[src/rtl/codec_seq_pkg.sv]
package codec_seq_pkg;

  typedef enum logic [2:0] {
    PS_RST    = 3'd0,
    PS_PD     = 3'd1,
    PS_SETTLE = 3'd2,
    PS_LIVE   = 3'd3,
    PS_RESYNC = 3'd4
  } path_st_t;

  typedef enum logic [1:0] {
    LVL_GND  = 2'd0,
    LVL_MID  = 2'd1,
    LVL_DATA = 2'd2
  } dac_lvl_t;

  function automatic int max_of(int a, int b);
    return (a > b) ? a : b;
  endfunction

  function automatic int cnt_bits(int limit);
    return (limit < 2) ? 1 : $clog2(limit + 1);
  endfunction

endpackage

[src/rtl/codec_path_seq.sv]
module codec_path_seq
  import codec_seq_pkg::*;
#(
  parameter int HOLD_FS  = 18432,
  parameter int SYNC_FS  = 32,
  parameter int RST_CLKS = 1024
) (
  input  logic     clk,
  input  logic     rst_n,
  input  logic     pd_n,
  input  logic     fs_tick,
  input  logic     sync_lost,
  output path_st_t st_o
);

  localparam int CNT_W = cnt_bits(max_of(HOLD_FS, SYNC_FS));
  localparam int RCW   = cnt_bits(RST_CLKS);
  localparam logic [RCW-1:0]   RST_TOP   = RCW'(RST_CLKS);
  localparam logic [CNT_W-1:0] HOLD_LAST = CNT_W'(HOLD_FS - 1);
  localparam logic [CNT_W-1:0] SYNC_LAST = CNT_W'(SYNC_FS - 1);

  path_st_t         st;
  logic [RCW-1:0]   clk_cnt;
  logic [CNT_W-1:0] fs_cnt;

  // named events for the checks below
  logic rst_window_done;
  logic hold_done;
  logic resync_done;
  assign rst_window_done = (clk_cnt == RST_TOP);
  assign hold_done       = fs_tick && !sync_lost && (fs_cnt == HOLD_LAST);
  assign resync_done     = fs_tick && !sync_lost && (fs_cnt == SYNC_LAST);

  always_ff @(posedge clk or negedge rst_n) begin
    if (!rst_n) begin
      st      <= PS_RST;
      clk_cnt <= '0;
      fs_cnt  <= '0;
    end else if (!pd_n) begin
      st      <= PS_PD;
      clk_cnt <= '0;
      fs_cnt  <= '0;
    end else begin
      case (st)
        PS_PD: begin
          st      <= PS_RST;
          clk_cnt <= RCW'(1);
        end
        PS_RST: begin
          if (!rst_window_done) begin
            clk_cnt <= clk_cnt + RCW'(1);
          end else if (fs_tick) begin
            st     <= PS_SETTLE;
            fs_cnt <= '0;
          end
        end
        PS_SETTLE: begin
          if (sync_lost) fs_cnt <= '0;
          else if (hold_done) st <= PS_LIVE;
          else if (fs_tick) fs_cnt <= fs_cnt + CNT_W'(1);
        end
        PS_LIVE: begin
          if (fs_tick && sync_lost) begin
            st     <= PS_RESYNC;
            fs_cnt <= '0;
          end
        end
        PS_RESYNC: begin
          if (sync_lost) fs_cnt <= '0;
          else if (resync_done) st <= PS_LIVE;
          else if (fs_tick) fs_cnt <= fs_cnt + CNT_W'(1);
        end
        default: st <= PS_RST;
      endcase
    end
  end

  assign st_o = st;

  AST_PD_TO_RESET: assert property (@(posedge clk) disable iff (!rst_n)
    !pd_n |=> (st == PS_PD));

  AST_HOLD_AFTER_WINDOW: assert property (@(posedge clk) disable iff (!rst_n)
    (st == PS_SETTLE && $past(st) == PS_RST) |-> ($past(fs_tick) && $past(clk_cnt) == RST_TOP));

  AST_COUNT_BOUND: assert property (@(posedge clk) disable iff (!rst_n)
    fs_cnt <= CNT_W'(max_of(HOLD_FS, SYNC_FS) - 1));

  AST_SYNC_MUTES: assert property (@(posedge clk) disable iff (!rst_n)
    (st == PS_LIVE && fs_tick && sync_lost && pd_n) |=> (st == PS_RESYNC));

  AST_LIVE_ON_TICK: assert property (@(posedge clk) disable iff (!rst_n)
    (st == PS_LIVE && $past(st) != PS_LIVE) |-> $past(fs_tick));

endmodule

[src/rtl/codec_word_map.sv]
module codec_word_map
  import codec_seq_pkg::*;
#(
  parameter int W = 16
) (
  input  path_st_t     adc_st,
  input  path_st_t     dac_st,
  input  logic [W-1:0] adc_din,
  input  logic [W-1:0] dac_din,
  output logic [W-1:0] adc_dout,
  output logic [W-1:0] dac_dout,
  output logic         adc_live,
  output dac_lvl_t     dac_lvl
);

  localparam logic [W-1:0] MSB_ONLY = {1'b1, {(W-1){1'b0}}};

  function automatic logic [W-1:0] adc_word(path_st_t s, logic [W-1:0] d);
    return (s == PS_LIVE) ? d : '0;
  endfunction

  function automatic dac_lvl_t dac_level(path_st_t s);
    case (s)
      PS_LIVE:             return LVL_DATA;
      PS_SETTLE, PS_RESYNC: return LVL_MID;
      default:             return LVL_GND;
    endcase
  endfunction

  // two's complement in, offset binary out
  function automatic logic [W-1:0] dac_word(dac_lvl_t l, logic [W-1:0] d);
    case (l)
      LVL_DATA: return d ^ MSB_ONLY;
      LVL_MID:  return MSB_ONLY;
      default:  return '0;
    endcase
  endfunction

  always_comb begin
    adc_live = (adc_st == PS_LIVE);
    adc_dout = adc_word(adc_st, adc_din);
    dac_lvl  = dac_level(dac_st);
    dac_dout = dac_word(dac_lvl, dac_din);
  end

endmodule

[src/rtl/codec_mute_seq.sv]
module codec_mute_seq
  import codec_seq_pkg::*;
#(
  parameter int DATA_W       = 16,
  parameter int RST_CLKS     = 1024,
  parameter int ADC_HOLD_FS  = 18432,
  parameter int DAC_HOLD_FS  = 16384,
  parameter int SYNC_HOLD_FS = 32
) (
  input  logic              clk,
  input  logic              rst_n,
  input  logic              adc_pd_n,
  input  logic              dac_pd_n,
  input  logic              fs_tick,
  input  logic              sync_lost,
  input  logic [DATA_W-1:0] adc_din,
  input  logic [DATA_W-1:0] dac_din,
  output logic [DATA_W-1:0] adc_dout,
  output logic [DATA_W-1:0] dac_dout,
  output logic              adc_live,
  output logic [1:0]        dac_lvl
);

  localparam int NPATH = 2;  // index 0: ADC, 1: DAC

  logic [NPATH-1:0] pd_vec;
  path_st_t         st_arr [NPATH];
  dac_lvl_t         lvl_e;

  assign pd_vec = {dac_pd_n, adc_pd_n};

  for (genvar k = 0; k < NPATH; k++) begin : g_path
    localparam int HOLD = (k == 0) ? ADC_HOLD_FS : DAC_HOLD_FS;
    codec_path_seq #(
      .HOLD_FS (HOLD),
      .SYNC_FS (SYNC_HOLD_FS),
      .RST_CLKS(RST_CLKS)
    ) u_seq (
      .clk      (clk),
      .rst_n    (rst_n),
      .pd_n     (pd_vec[k]),
      .fs_tick  (fs_tick),
      .sync_lost(sync_lost),
      .st_o     (st_arr[k])
    );
  end

  codec_word_map #(.W(DATA_W)) u_map (
    .adc_st  (st_arr[0]),
    .dac_st  (st_arr[1]),
    .adc_din (adc_din),
    .dac_din (dac_din),
    .adc_dout(adc_dout),
    .dac_dout(dac_dout),
    .adc_live(adc_live),
    .dac_lvl (lvl_e)
  );

  assign dac_lvl = lvl_e;

  AST_DAC_GND_ON_PD: assert property (@(posedge clk) disable iff (!rst_n)
    !dac_pd_n |=> (dac_lvl == 2'd0 && dac_dout == '0));

  AST_ADC_ZERO_ON_PD: assert property (@(posedge clk) disable iff (!rst_n)
    !adc_pd_n |=> (!adc_live && adc_dout == '0));

endmodule

[config.mk]
export PLATFORM = sky130hd
export DESIGN_NAME = codec_mute_seq
export DESIGN_NICKNAME = d
export VERILOG_FILES = /design/src/rtl/codec_seq_pkg.sv /design/src/rtl/codec_path_seq.sv /design/src/rtl/codec_word_map.sv /design/src/rtl/codec_mute_seq.sv
export SDC_FILE = /design/constraint.sdc
export NUM_CORES = 1
export LEC_CHECK = 0
export ABC_AREA = 1
export BUFFER_PORTS_ARGS = -buffer_cell sky130_fd_sc_hd__buf_2
export CORE_ASPECT_RATIO = 1.25
export CORE_UTILIZATION = 40
export CTS_CLUSTER_DIAMETER = 30
export DETAILED_ROUTE_END_ITERATION = 12
export SLEW_MARGIN = 20
export SYNTH_ARGS = -nofsm -noshare
export SYNTH_HDL_FRONTEND = slang
export SYNTH_HIERARCHICAL = 1
export SYNTH_SLANG_ARGS = --single-unit
[constraint.sdc]
create_clock -name clk -period 1.9 [get_ports clk]
set_clock_uncertainty 0.05 [all_clocks]
set_input_delay 0 -clock clk [delete_from_list [all_inputs] [get_ports clk]]
set_output_delay 0 -clock clk [all_outputs]
set_load 0.1 [all_outputs]
==> flow_summary.toml, run 1 <==
[synth]
ys_seq_area_share_pct = 32.3
synthSimpleGateAreaFrac_pct = 44.7
yosys-top-cells-area = "dfrtp_1 (32%), nand2_1 (17%), nand3_1 (9.0%)"
syn_nets = 742
synthCells = 695
yosysWarnings = 6
avgSynthCellArea_sq_um = 6.47
synth_cell_types = 39
synthAdderAreaFrac_pct = 2.51
synth_xor_area_share_pct = 1.95
syn_area_sq_um = 4490
synth_compound_area_share_pct = 7.24
ys_ff_latch = 58
synth_top_area_share_pct = 32.3
yosysTopAreaCell = "dfrtp_1"
synth_top_family_by_area = "simple AND/OR/NAND/NOR gates"
muxShareOfSynthArea_pct = 0

[setup_path]
crit_path_cell_trace = "buf_4 -> nand3_2 -> inv_1 -> ha_4 -> clkbuf_4 -> nand2_1 -> inv_1 -> buf_12"
r2r_start = "g_path[1].u_seq/st_o[1]"
crit_start = "g_path[1].u_seq/st_o[1]"
crit_type = "flip-flop to primary output"
crit_required_ns = 1.85
crit_path_top_delay_cell = "dfrtp_2"
cp-start-kind = "flip-flop"
cp.arrival_ns = 1.76
cpPeakStageDelay_ns = 0.42
path_common_cell = "inv_1"
end_kind = "primary output"
critPathMaxFanout = 7

[min_path]
min-delay-start = "dac_pd_n"
min_path_type = "input pin to flip-flop"

[pwr]
pwr-share-clk_pct = 25.1
combPwrFrac_pct = 51.2
p_leak_nw = 2.98
swShare_pct = 46.3
total_power_w = 0.00616
p_sw_w = 0.00285
powerDensity_nw_per_um2 = 1050
p_seq_share_pct = 23.6
p_int_w = 0.00331
peakVddDrop_mv = 0.409

[grt]
track_usage_pct = 20.3
grt_pass1_vias = 4418
antenna_found_initial = 0
grt_pass1_wl_mm = 19.5
grt.overflow.total = 0
grt_max_degree = 59

[sta]
final-setup-viol-count = 0
fin_crit_ns = 1.81
tightestPinTransition_ns = 0.743
holdWs_ns = 0.0250
period_share_pct = 95.4
maxSlewViolCount = 0
rsz0062_at_grt = "true"
finalHoldViolations = 0
slew-limit-headroom_pct = 50.5
fmax_mhz = 551

[routing]
postRouteAntennaNets = 0
post_drt_via_cell_ratio = 5.08
dr.pass1.iters = 4
post-route-drc-count = 0
wl_per_cell_microns = 12.6
drt_iter0_markers = 293
routed_wirelength_mm = 11.8
vias = 4770

[flow_run]
cap_violations = 0

[floorplanning]
fp-row-count = 42
dieWidth_microns = 96.8
ioPinCount = 73
start_util_pct = 41.7
die_area_sq_um = 11700
core-area_sq_um = 10800
die_y_microns = 121

[clock_tree]
cts_root_buf = "clkbuf_16"
h-tree-depth = 3
cts_buffers = 9
cts_max_path_buffers = 2
clock_sinks = 58
clk_latency_ns = 0.33
path_clk_slew_ns = 0.05
cts_tree = "done"

[status]
status = "finished, final reports clean"

[final_layout]
diodes = 0
drive_above_1_share_pct = 23.0
n_fill_cell = 1031
syn2layout_area_growth_pct = 30.8
layout.nets = 851
seqCellArea_sq_um = 1460
multi_input_area_sq_um = 2680

[placed_design]
dp_hpwl_mm = 8.18
gp_congestion = 0.881
portBuffers = 72
-- cells in the final DEF, fill, tap and decap left out, drive strengths merged --
cell           n
nand2        214
inv          107
buf          104
nor2          86
nand3         84
dfrtp         58
o21ai         35
nor3          22
a21oi         16
nand4         15
clkbuf        12
ha             9
nor4           8
xor2           8
nand3b         5
or2            4
clkinv         4
o22ai          2
xnor2          2
nor3b          2
dlygate4sd3    2
bufinv         1
and2           1
a22oi          1
a31oi          1
o31ai          1
clkinvlp       1
o32ai          1
o21bai         1
-- cell usage after synthesis, drive strengths merged --
cell type and instances:
nand4 15, and2 1, inv 108, a31oi 1, nor4 8, o22ai 2
a22oi 1, o31ai 1, o32ai 1, xor2 8, nor2 86, nor3b 2
xnor2 2, or2 4, nand2 210, o21ai 35, a21oi 16, nor3 22
dfrtp 58, buf 9, clkbuf 5, ha 9, clkinv 1, nand3 84
nand3b 5, o21bai 1
-- cells by family after synthesis --
| logic type | after synthesis |
|---|---|
| simple gates | 437 |
| fa+ha+maj | 9 |
| compound gates | 58 |
| buf+inv | 123 |
| flops | 58 |
| xor+xnor | 10 |
-- final cells by class --
class | instances | share of cell area [%]
repair buffers | 108 | 15.2
clock buffers | 10 | 3.89
well taps | 132 | 2.81
clock inverters | 4 | 0.766
flip-flops and latches | 58 | 24.7
inverters | 109 | 7.02
multi-input cells | 518 | 45.6
-- worst paths after layout --
path                       slack [ns]  depth (start not counted)                          to
min                              0.02                          3  g_path[1].u_seq/clk_cnt[8]
max in group asynchronous        0.95                          3     g_path[1].u_seq/st_o[1]
max reg2reg                      0.09                         11   g_path[1].u_seq/fs_cnt[1]
min reg2reg                      0.45                          2  g_path[0].u_seq/clk_cnt[8]
min in group asynchronous        0.31                          3  g_path[0].u_seq/clk_cnt[9]
max                              0.09                          8                dac_dout[12]
-- critical path, delay by kind of cell (launching register included) --
family | cells | cell delay, ns
fa+ha+maj | 1 | 0.15
buf+inv | 5 | 0.69
simple gates | 2 | 0.17
flops | 1 | 0.42
-- per-layer routing --
layer  track usage [%]  up-vias  share of wire [%]  wire, microns
met1              23.3     2182                 43           5110
met2              36.6      130                 51           5970
li1                  -     2441                  -              -
met5                 0        -                  0              0
met3              4.28       17                4.3            510
met4              8.02        0                1.8            209
-- registers in the layout, summed over array words and instances (netlist names) --
| name | cells |
|---|---|
| g_path.u_seq/clk_cnt | 22 |
| g_path.u_seq/fs_cnt | 30 |
| g_path.u_seq/st_o | 6 |
-- per-stage QoR --
stage	area [sq um]	cells	util, %	setup WS (ns)	TNS (ns)
finish	5880	939	54.6	0.0866	0
global route	5880	939	54.6	-0.0182	-0.0819
CTS	5670	927	52.6	0.0225	0
detailed placement	5360	909	49.7	-0.107	-1.42
global placement	5360	909	49.7	-0.0409	-0.515
floorplan	4510	695	-	-0.0112	-0.0112
-- timing repair --
action / in CTS / in global routing
setup buffers: 2 / 7
gates cloned: 0 / 5
resized for setup: 2 / 29
pin swaps: 1 / 6
endpoints found under the hold margin: 59 / 0
hold buffers: 2 / 0
setup endpoints to repair: 18 / 61
-- power by group through the flow --
stage / registers, W / logic (W) / clock network [W]
finish: 0.00146 / 0.00316 / 0.00155
global placement: 0.00146 / 0.00277 / 0
global route: 0.00147 / 0.00338 / 0.00163
detailed placement: 0.00147 / 0.00280 / 0
CTS: 0.00145 / 0.00285 / 0.00159
floorplan: 0.00146 / 0.00208 / 0
(Power assumes the default switching activity.)
==> run 2: changes to the inputs <==
--- a/config.mk
+++ b/config.mk
@@ -5,13 +5,13 @@
 export SDC_FILE = /design/constraint.sdc
 export NUM_CORES = 1
 export LEC_CHECK = 0
-export ABC_AREA = 1
+export ABC_AREA = 0
 export BUFFER_PORTS_ARGS = -buffer_cell sky130_fd_sc_hd__buf_2
 export CORE_ASPECT_RATIO = 1.25
 export CORE_UTILIZATION = 40
 export CTS_CLUSTER_DIAMETER = 30
 export DETAILED_ROUTE_END_ITERATION = 12
-export SLEW_MARGIN = 20
+export SLEW_MARGIN = 40
 export SYNTH_ARGS = -nofsm -noshare
 export SYNTH_HDL_FRONTEND = slang
 export SYNTH_HIERARCHICAL = 1
==> run 2 against run 1 <==
Effect of this change: the flow now finishes with violations (negative setup slack); maximum frequency down 12%; non-clock buffer count up 69; hold slack better by 0.053 ns; register-to-register slack worse by 0.25 ns; power down 8.4%; setup slack worse by 0.25 ns; synthesized cell count down 33%; global-route usage up 3.4 points; core utilization up 13 points; die area down 9.2%; critical path depth down 2.
==> flow_summary.toml, run 2 <==
[synth]
async_flop_share_pct = 100
ys_ff_latch = 58
ys_dominant_reg_cell = "dfrtp_1"
synth_top_area_share_pct = 35.6
synthAdderAreaFrac_pct = 2.76
synth_common_cells = "dfrtp_1 (58), nand2_1 (48), nor2_1 (36)"
synth_compound_area_share_pct = 21.3
synth_cell_types = 68
yosysWarnings = 6
muxShareOfSynthArea_pct = 1.26
yosysTopAreaCell = "dfrtp_1"
synth.most_common_cell = "dfrtp_1"
synth_top_family_by_area = "simple AND/OR/NAND/NOR gates"
yosys-top-cells-area = "dfrtp_1 (36%), nand2_1 (4.4%), and2_1 (4.1%)"
avgSynthCellArea_sq_um = 8.74
syn_area_sq_um = 4070
synth_edf_count = 0
synthSimpleGateAreaFrac_pct = 31.4
synthCells = 466
syn_nets = 513
ys_seq_area_share_pct = 35.6
synth_xor_area_share_pct = 2.80

[final_layout]
largest_reg_flops = 30
regMostFlops = "g_path.u_seq/fs_cnt"
diodes = 0
mostFrequentLayoutCell = "buf_4"
drive_above_1_share_pct = 46.1
final_cell_area_sq_um = 6610
n_fill_cell = 746
layout.nets = 681
mostFrequentLayoutCells = "buf_4 (91), dfrtp_1 (54), nand2_1 (47)"
syn2layout_area_growth_pct = 62.4

[min_path]
min_path_type = "input pin to flip-flop"
min-delay-start = "adc_pd_n"
hold_end = "g_path[0].u_seq/clk_cnt[0]"
min_path_cells = 3

[placed_design]
place_area_sq_um = 5700
portBuffers = 72
dp_hpwl_mm = 8.50
gp_congestion = 0.842

[clock_tree]
cts_tree = "done"
clk_latency_ns = 0.33
path_clk_slew_ns = 0.05
cts_max_path_buffers = 2
cts_root_buf = "clkbuf_16"
h-tree-depth = 3
clock_sinks = 58
cts_buffers = 9

[sta]
maxSlewViolCount = 0
holdWs_ns = 0.0783
fin_crit_ns = 2.06
tightestPinTransition_ns = 0.477
finalHoldViolations = 0
period_share_pct = 108
fmax_mhz = 486
slew-limit-headroom_pct = 68.2
final-setup-viol-count = 18
rsz0062_at_grt = "true"
worst_slack_ns = -0.159

[setup_path]
r2r_start = "g_path[0].u_seq/clk_cnt[3]"
crit_path_cell_trace = "nor4_4 -> and2_4 -> a31oi_4 -> or4b_4 -> nor2_4 -> a31oi_1"
critPathMaxFanout = 8
crit_required_ns = 2.05
cp-start-kind = "flip-flop"
crit_path_top_delay_cell = "or4b_4"
end_kind = "flip-flop"
r2r_end = "g_path[0].u_seq/fs_cnt[4]"
cpPeakStageDelay_ns = 0.60
crit_type = "flip-flop to flip-flop"
cp.arrival_ns = 2.21
r2r_slack_ns = -0.16
ff2ff_path_depth = 6

[grt]
grt.overflow.total = 0
antenna_found_initial = 0
grt_pass1_vias = 4277
track_usage_pct = 23.7
grt_pass1_wl_mm = 20.1
grt_max_degree = 42

[floorplanning]
dieWidth_microns = 92.3
fp-row-count = 40
core-area_sq_um = 9760
start_util_pct = 41.7
die_y_microns = 115
ioPinCount = 73
die_area_sq_um = 10600

[routing]
drt_iter0_markers = 186
dr.pass1.iters = 4
post-route-drc-count = 0
wl_per_cell_microns = 16.6
post_drt_via_cell_ratio = 5.60
vias = 4281
routed_wirelength_mm = 12.6
postRouteAntennaNets = 0

[flow_run]
cap_violations = 0

[pwr]
powerDensity_nw_per_um2 = 854
p_leak_nw = 2.86
peakVddDrop_mv = 0.772

[status]
status = "complete, but fails checks"
violations = "negative setup slack"
## run 2: what timing repair did
item,CTS,global route
setup endpoints to repair,54,63
hold buffers,2,0
gates resized for setup,36,63
setup buffers,8,5
gates cloned,2,1
hold endpoints to repair,57,0
pin swaps,21,26
## run 2: metrics by stage
stage / setup WS (ns) / std cells / utilization [%] / TNS, ns / power (W)
floorplan: -0.0953 / 466 / - / -1.32 / 0.00273
global placement: -0.201 / 733 / 58.4 / -4.07 / 0.00343
detailed placement: -0.287 / 733 / 58.4 / -4.88 / 0.00347
CTS: -0.182 / 760 / 64.3 / -2.28 / 0.00538
global route: -0.218 / 764 / 67.8 / -3.75 / 0.00586
finish: -0.159 / 764 / 67.8 / -1.86 / 0.00565
## run 2: worst max path at each step
stage | slack [ns] | from | end | cells after the start
final | -0.16 | g_path[0].u_seq/clk_cnt[3] | g_path[0].u_seq/fs_cnt[4] | 6
after global routing | -0.22 | g_path[0].u_seq/clk_cnt[3] | g_path[0].u_seq/fs_cnt[10] | 6
after CTS | -0.18 | g_path[0].u_seq/clk_cnt[3] | g_path[0].u_seq/fs_cnt[4] | 7
after detailed placement | -0.29 | g_path[0].u_seq/st_o[0] | g_path[0].u_seq/fs_cnt[6] | 6
after global placement | -0.20 | g_path[0].u_seq/clk_cnt[9] | g_path[0].u_seq/fs_cnt[11] | 7
after floorplan | -0.1 | g_path[0].u_seq/clk_cnt[9] | g_path[0].u_seq/fs_cnt[10] | 7
## run 2: cells by family (layout without fill, tap and decap cells)
group                      count (synthesis)  after routing
muxes                                      5              5
DFF                                       58             58
and+or+nand+nor                          222            223
xor gates and xnor gates                  13             13
adders and majority gates                  9              9
AOI/OAI and AO/OA                        121            122
buffers and inverters                     38            208
## run 2: power by group
group	total (W)	leakage, nW	switching, W	internal, W
clock network	0.00167	0.152	0.000555	0.00111
registers	0.00134	0.794	0.0000469	0.00130
logic	0.00264	1.92	0.00153	0.00111
total	0.00565	2.86	0.00213	0.00352
## run 2: cell type report
class	count	area, sq um	share of cell area, %
Multi-Input combinational cell	372	2890	43.8
Timing Repair Buffer	177	1740	26.3
Sequential cell	58	1460	22.0
Clock buffer	13	270	4.09
Tap cell	126	158	2.38
Inverter	16	60.1	0.908
Clock inverter	2	35.0	0.530
## run 2: worst max-delay path, delay by kind of cell, from the launching register on
family	cells	cell delay, ns
compound gates	2	0.18
simple gates	4	1.31
flops	1	0.41
## run 2: layer usage
| layer | global-route usage, % | share of wire, % | wire length, microns |
|---|---|---|---|
| met1 | 28.3 | 41 | 5150 |
| met2 | 41.9 | 53 | 6690 |
| met3 | 4.56 | 4.2 | 534 |
| met4 | 9.38 | 2.2 | 274 |
| met5 | 0 | 0 | 0 |
==> run 3: changes to the inputs <==
--- a/config.mk
+++ b/config.mk
@@ -8,9 +8,10 @@
 export ABC_AREA = 0
 export BUFFER_PORTS_ARGS = -buffer_cell sky130_fd_sc_hd__buf_2
 export CORE_ASPECT_RATIO = 1.25
-export CORE_UTILIZATION = 40
+export CORE_UTILIZATION = 57
 export CTS_CLUSTER_DIAMETER = 30
 export DETAILED_ROUTE_END_ITERATION = 12
+export PLACE_DENSITY = 0.81
 export SLEW_MARGIN = 40
 export SYNTH_ARGS = -nofsm -noshare
 export SYNTH_HDL_FRONTEND = slang
==> run 3 against run 2 <==
Effect of this change: the flow now stops in global routing (5_1_grt); synthesized cell count did not move; area after synthesis unchanged.
==> flow_summary.toml, run 3 <==
[floorplanning]
die_y_microns = 96.5
dieWidth_microns = 77.6
start_util_pct = 58.7
fp-row-count = 34
ioPinCount = 73

[synth]
yosys-top-cells-area = "dfrtp_1 (36%), nand2_1 (4.4%), and2_1 (4.1%)"
ys_seq_area_share_pct = 35.6
synth_common_cells = "dfrtp_1 (58), nand2_1 (48), nor2_1 (36)"
yosysWarnings = 6
yosysTopAreaCell = "dfrtp_1"
synthCells = 466
avgSynthCellArea_sq_um = 8.74
synth.most_common_cell = "dfrtp_1"
syn_area_sq_um = 4070
syn_nets = 513
synth_edf_count = 0
ys_dominant_reg_cell = "dfrtp_1"
async_flop_share_pct = 100
ys_ff_latch = 58
synth_cell_types = 68
synth_top_area_share_pct = 35.6

[clock_tree]
clock_sinks = 58
h-tree-depth = 3
cts_buffers = 9
cts_max_path_buffers = 2
cts_root_buf = "clkbuf_8"

[status]
error_line = "[ERROR GRT-0232] Routing congestion too high. Check the congestion heatmap in the GUI."
haltStage = "global routing (5_1_grt)"
status = "did not finish"

[sta]
worstEndpointType = "sequential cell input"
worst_endpoint = "g_path[0].u_seq/fs_cnt[13]$_DFFE_PN0P_/D"

[placed_design]
dp_hpwl_mm = 8.29
dp.cells = 692
gp_congestion = 0.879
place_ws_ns = -0.337
portBuffers = 72

[grt]
grt_max_degree = 59
grt.overflow.total = 318
track_usage_pct = 85.3
==> run 3: cell counts after synthesis <==
Identical to the previous run, type by type.
==> run 3: repair_timing <==
| item | 4_1_cts |
|---|---|
| pin swaps | 18 |
| gates cloned | 3 |
| setup buffers | 6 |
| gates resized for setup | 56 |
| setup endpoints to repair | 59 |
| endpoints found under the hold margin | 58 |
| hold buffers | 1 |
==> run 3: through the flow <==
stage,setup TNS (ns),area [sq um]
floorplan,-1.32,4130
global placement,-2.38,5610
detailed placement,-4.17,5610
CTS,-2.33,6140
==> run 3: logic make-up after synthesis <==
group | after synthesis | synth area share (%)
buffers and inverters | 38 | 4.82
AND/OR/NAND/NOR | 222 | 31.4
adder cells (fa/ha/maj) | 9 | 2.77
XOR/XNOR | 13 | 2.80
AO/OA/AOI/OAI | 121 | 21.3
flip-flops | 58 | 35.6
multiplexers | 5 | 1.26
==> run 3: metal layers <==
| metal | track usage (%) | GRT overflow |
|---|---|---|
| met1 | 78.5 | 0 |
| met2 | 112 | 208 |
| met3 | 57.7 | 0 |
| met4 | 108 | 110 |
| met5 | 11.4 | 0 |
==> run 4: changes to the inputs <==
--- a/config.mk
+++ b/config.mk
@@ -7,11 +7,9 @@
 export LEC_CHECK = 0
 export ABC_AREA = 0
 export BUFFER_PORTS_ARGS = -buffer_cell sky130_fd_sc_hd__buf_2
-export CORE_ASPECT_RATIO = 1.25
-export CORE_UTILIZATION = 57
-export CTS_CLUSTER_DIAMETER = 30
+export CORE_UTILIZATION = 40
 export DETAILED_ROUTE_END_ITERATION = 12
-export PLACE_DENSITY = 0.81
+export PLACE_DENSITY_LB_ADDON = 0.15
 export SLEW_MARGIN = 40
 export SYNTH_ARGS = -nofsm -noshare
 export SYNTH_HDL_FRONTEND = slang
==> run 4 against run 3 <==
Effect of this change: the flow now finishes, with violations (negative setup slack).
==> flow_summary.toml, run 4 (same netlist as run 2, synthesis figures left out) <==
[status]
status = "complete, but fails checks"
violations = "negative setup slack"

[sta]
holdWs_ns = 0.0528
worst_slack_ns = -0.202
tightestPinTransition_ns = 0.494
finalHoldViolations = 0
fin_crit_ns = 2.10
rsz0062_at_grt = "true"
fmax_mhz = 476
maxSlewViolCount = 0
final-setup-viol-count = 34
period_share_pct = 111
finalSetupTns_ns = -2.81
slew-limit-headroom_pct = 67.3

[pwr]
p_int_w = 0.00311
pwr-share-clk_pct = 22.2
combPwrFrac_pct = 52.0
p_sw_w = 0.00210
swShare_pct = 40.3
p_seq_share_pct = 25.9
powerDensity_nw_per_um2 = 793
p_leak_nw = 2.85
peakVddDrop_mv = 0.559

[floorplanning]
die_area_sq_um = 10600
core-area_sq_um = 9820
start_util_pct = 41.5
fp-row-count = 36
dieWidth_microns = 103
ioPinCount = 73
die_y_microns = 103

[grt]
grt_max_degree = 59
grt.overflow.total = 0
grt_pass1_vias = 4150
antenna_found_initial = 0
grt_pass1_wl_mm = 19.2
track_usage_pct = 23.2

[final_layout]
drive_above_1_share_pct = 48.0
final_core_util_pct = 66.9
final_cell_area_sq_um = 6570
layout.nets = 698
mostFrequentLayoutCell = "buf_4"
largest_reg_flops = 30
mostFrequentLayoutCells = "buf_4 (108), dfrtp_1 (50), nand2_1 (47)"
regMostFlops = "g_path.u_seq/fs_cnt"
diodes = 0
syn2layout_area_growth_pct = 61.2

[clock_tree]
cts_buffers = 9
path_clk_slew_ns = 0.06
clock_sinks = 58
cts_max_path_buffers = 2
h-tree-depth = 3
cts_root_buf = "clkbuf_8"
clk_latency_ns = 0.35
cts_tree = "done"

[routing]
routed_wirelength_mm = 12.4
post-route-drc-count = 0
drt_iter0_markers = 124
postRouteAntennaNets = 0
dr.pass1.iters = 4
vias = 4357
wl_per_cell_microns = 15.8
post_drt_via_cell_ratio = 5.54

[min_path]
min-delay-start = "adc_pd_n"
min_path_type = "input pin to flip-flop"

[setup_path]
cp-start-kind = "flip-flop"
crit_required_ns = 2.07
crit_start = "g_path[0].u_seq/clk_cnt[9]"
crit_type = "flip-flop to flip-flop"
cp.arrival_ns = 2.27
r2r_start = "g_path[0].u_seq/clk_cnt[9]"
end_kind = "flip-flop"
critPathMaxFanout = 8

[placed_design]
place_ws_ns = -0.298
dp_hpwl_mm = 8.12
portBuffers = 72
gp_congestion = 0.853
place_area_sq_um = 5740

[flow_run]
cap_violations = 0
==> run 4: critical path: stages, from the launching register on <==
cell and delay (ns):
dfrtp_1 0.41, nor4_4 0.29, and2_4 0.19, a31oi_2 0.08, or4b_4 0.63, nor2_4 0.22
a31oi_1 0.10
==> run 4: what timing repair did <==
| item | CTS | global route |
|---|---|---|
| cloned | 3 | 1 |
| buffers inserted | 7 | 14 |
| gates resized for setup | 43 | 52 |
| pin swaps | 16 | 21 |
| hold buffers | 3 | 0 |
| hold endpoints to repair | 61 | 0 |
| setup endpoints to repair | 58 | 72 |
==> run 4: final timing paths <==
kind	end	slack (ns)	cells past startpoint
worst max-delay path	g_path[0].u_seq/fs_cnt[5]	-0.20	6
worst min-delay path	g_path[0].u_seq/clk_cnt[0]	0.05	3
worst max register to register	g_path[0].u_seq/fs_cnt[5]	-0.20	6
worst min register to register	g_path[1].u_seq/fs_cnt[5]	0.51	1
max in group asynchronous	g_path[1].u_seq/fs_cnt[10]	1.37	3
min in group asynchronous	g_path[0].u_seq/clk_cnt[3]	0.14	3
==> run 4: area by class of cell <==
type                            instances  area (sq um)
Multi-Input combinational cell        372          2840
Fill cell                             773          3250
Clock buffer                           11           151
Inverter                               16          63.8
Sequential cell                        58          1460
Tap cell                              133           166
Clock inverter                          3          40.0
Timing Repair Buffer                  194          1850
==> run 4: power by group through the flow <==
stage	combinational, W	clock (W)	sequential (W)
3_5_place_dp	0.00206	0	0.00140
5_1_grt	0.00284	0.00124	0.00135
4_1_cts	0.00238	0.00119	0.00133
3_3_place_gp	0.00204	0	0.00140
6_report	0.00271	0.00115	0.00135
2_1_floorplan	0.00136	0	0.00137
==> run 4: per-layer routing <==
metal / global-route usage, % / vias to the layer above / wire [microns]
li1: - / 2074 / -
met1: 28.4 / 2163 / 5290
met2: 39.8 / 106 / 6450
met3: 5.29 / 14 / 533
met4: 8.56 / 0 / 165
met5: 0 / - / 0
==> run 4: per-stage QoR <==
step	total power [W]	instances
detailed placement	0.00346	746
finish	0.00521	787
floorplan	0.00273	466
global route	0.00543	787
CTS	0.00490	773
global placement	0.00344	746
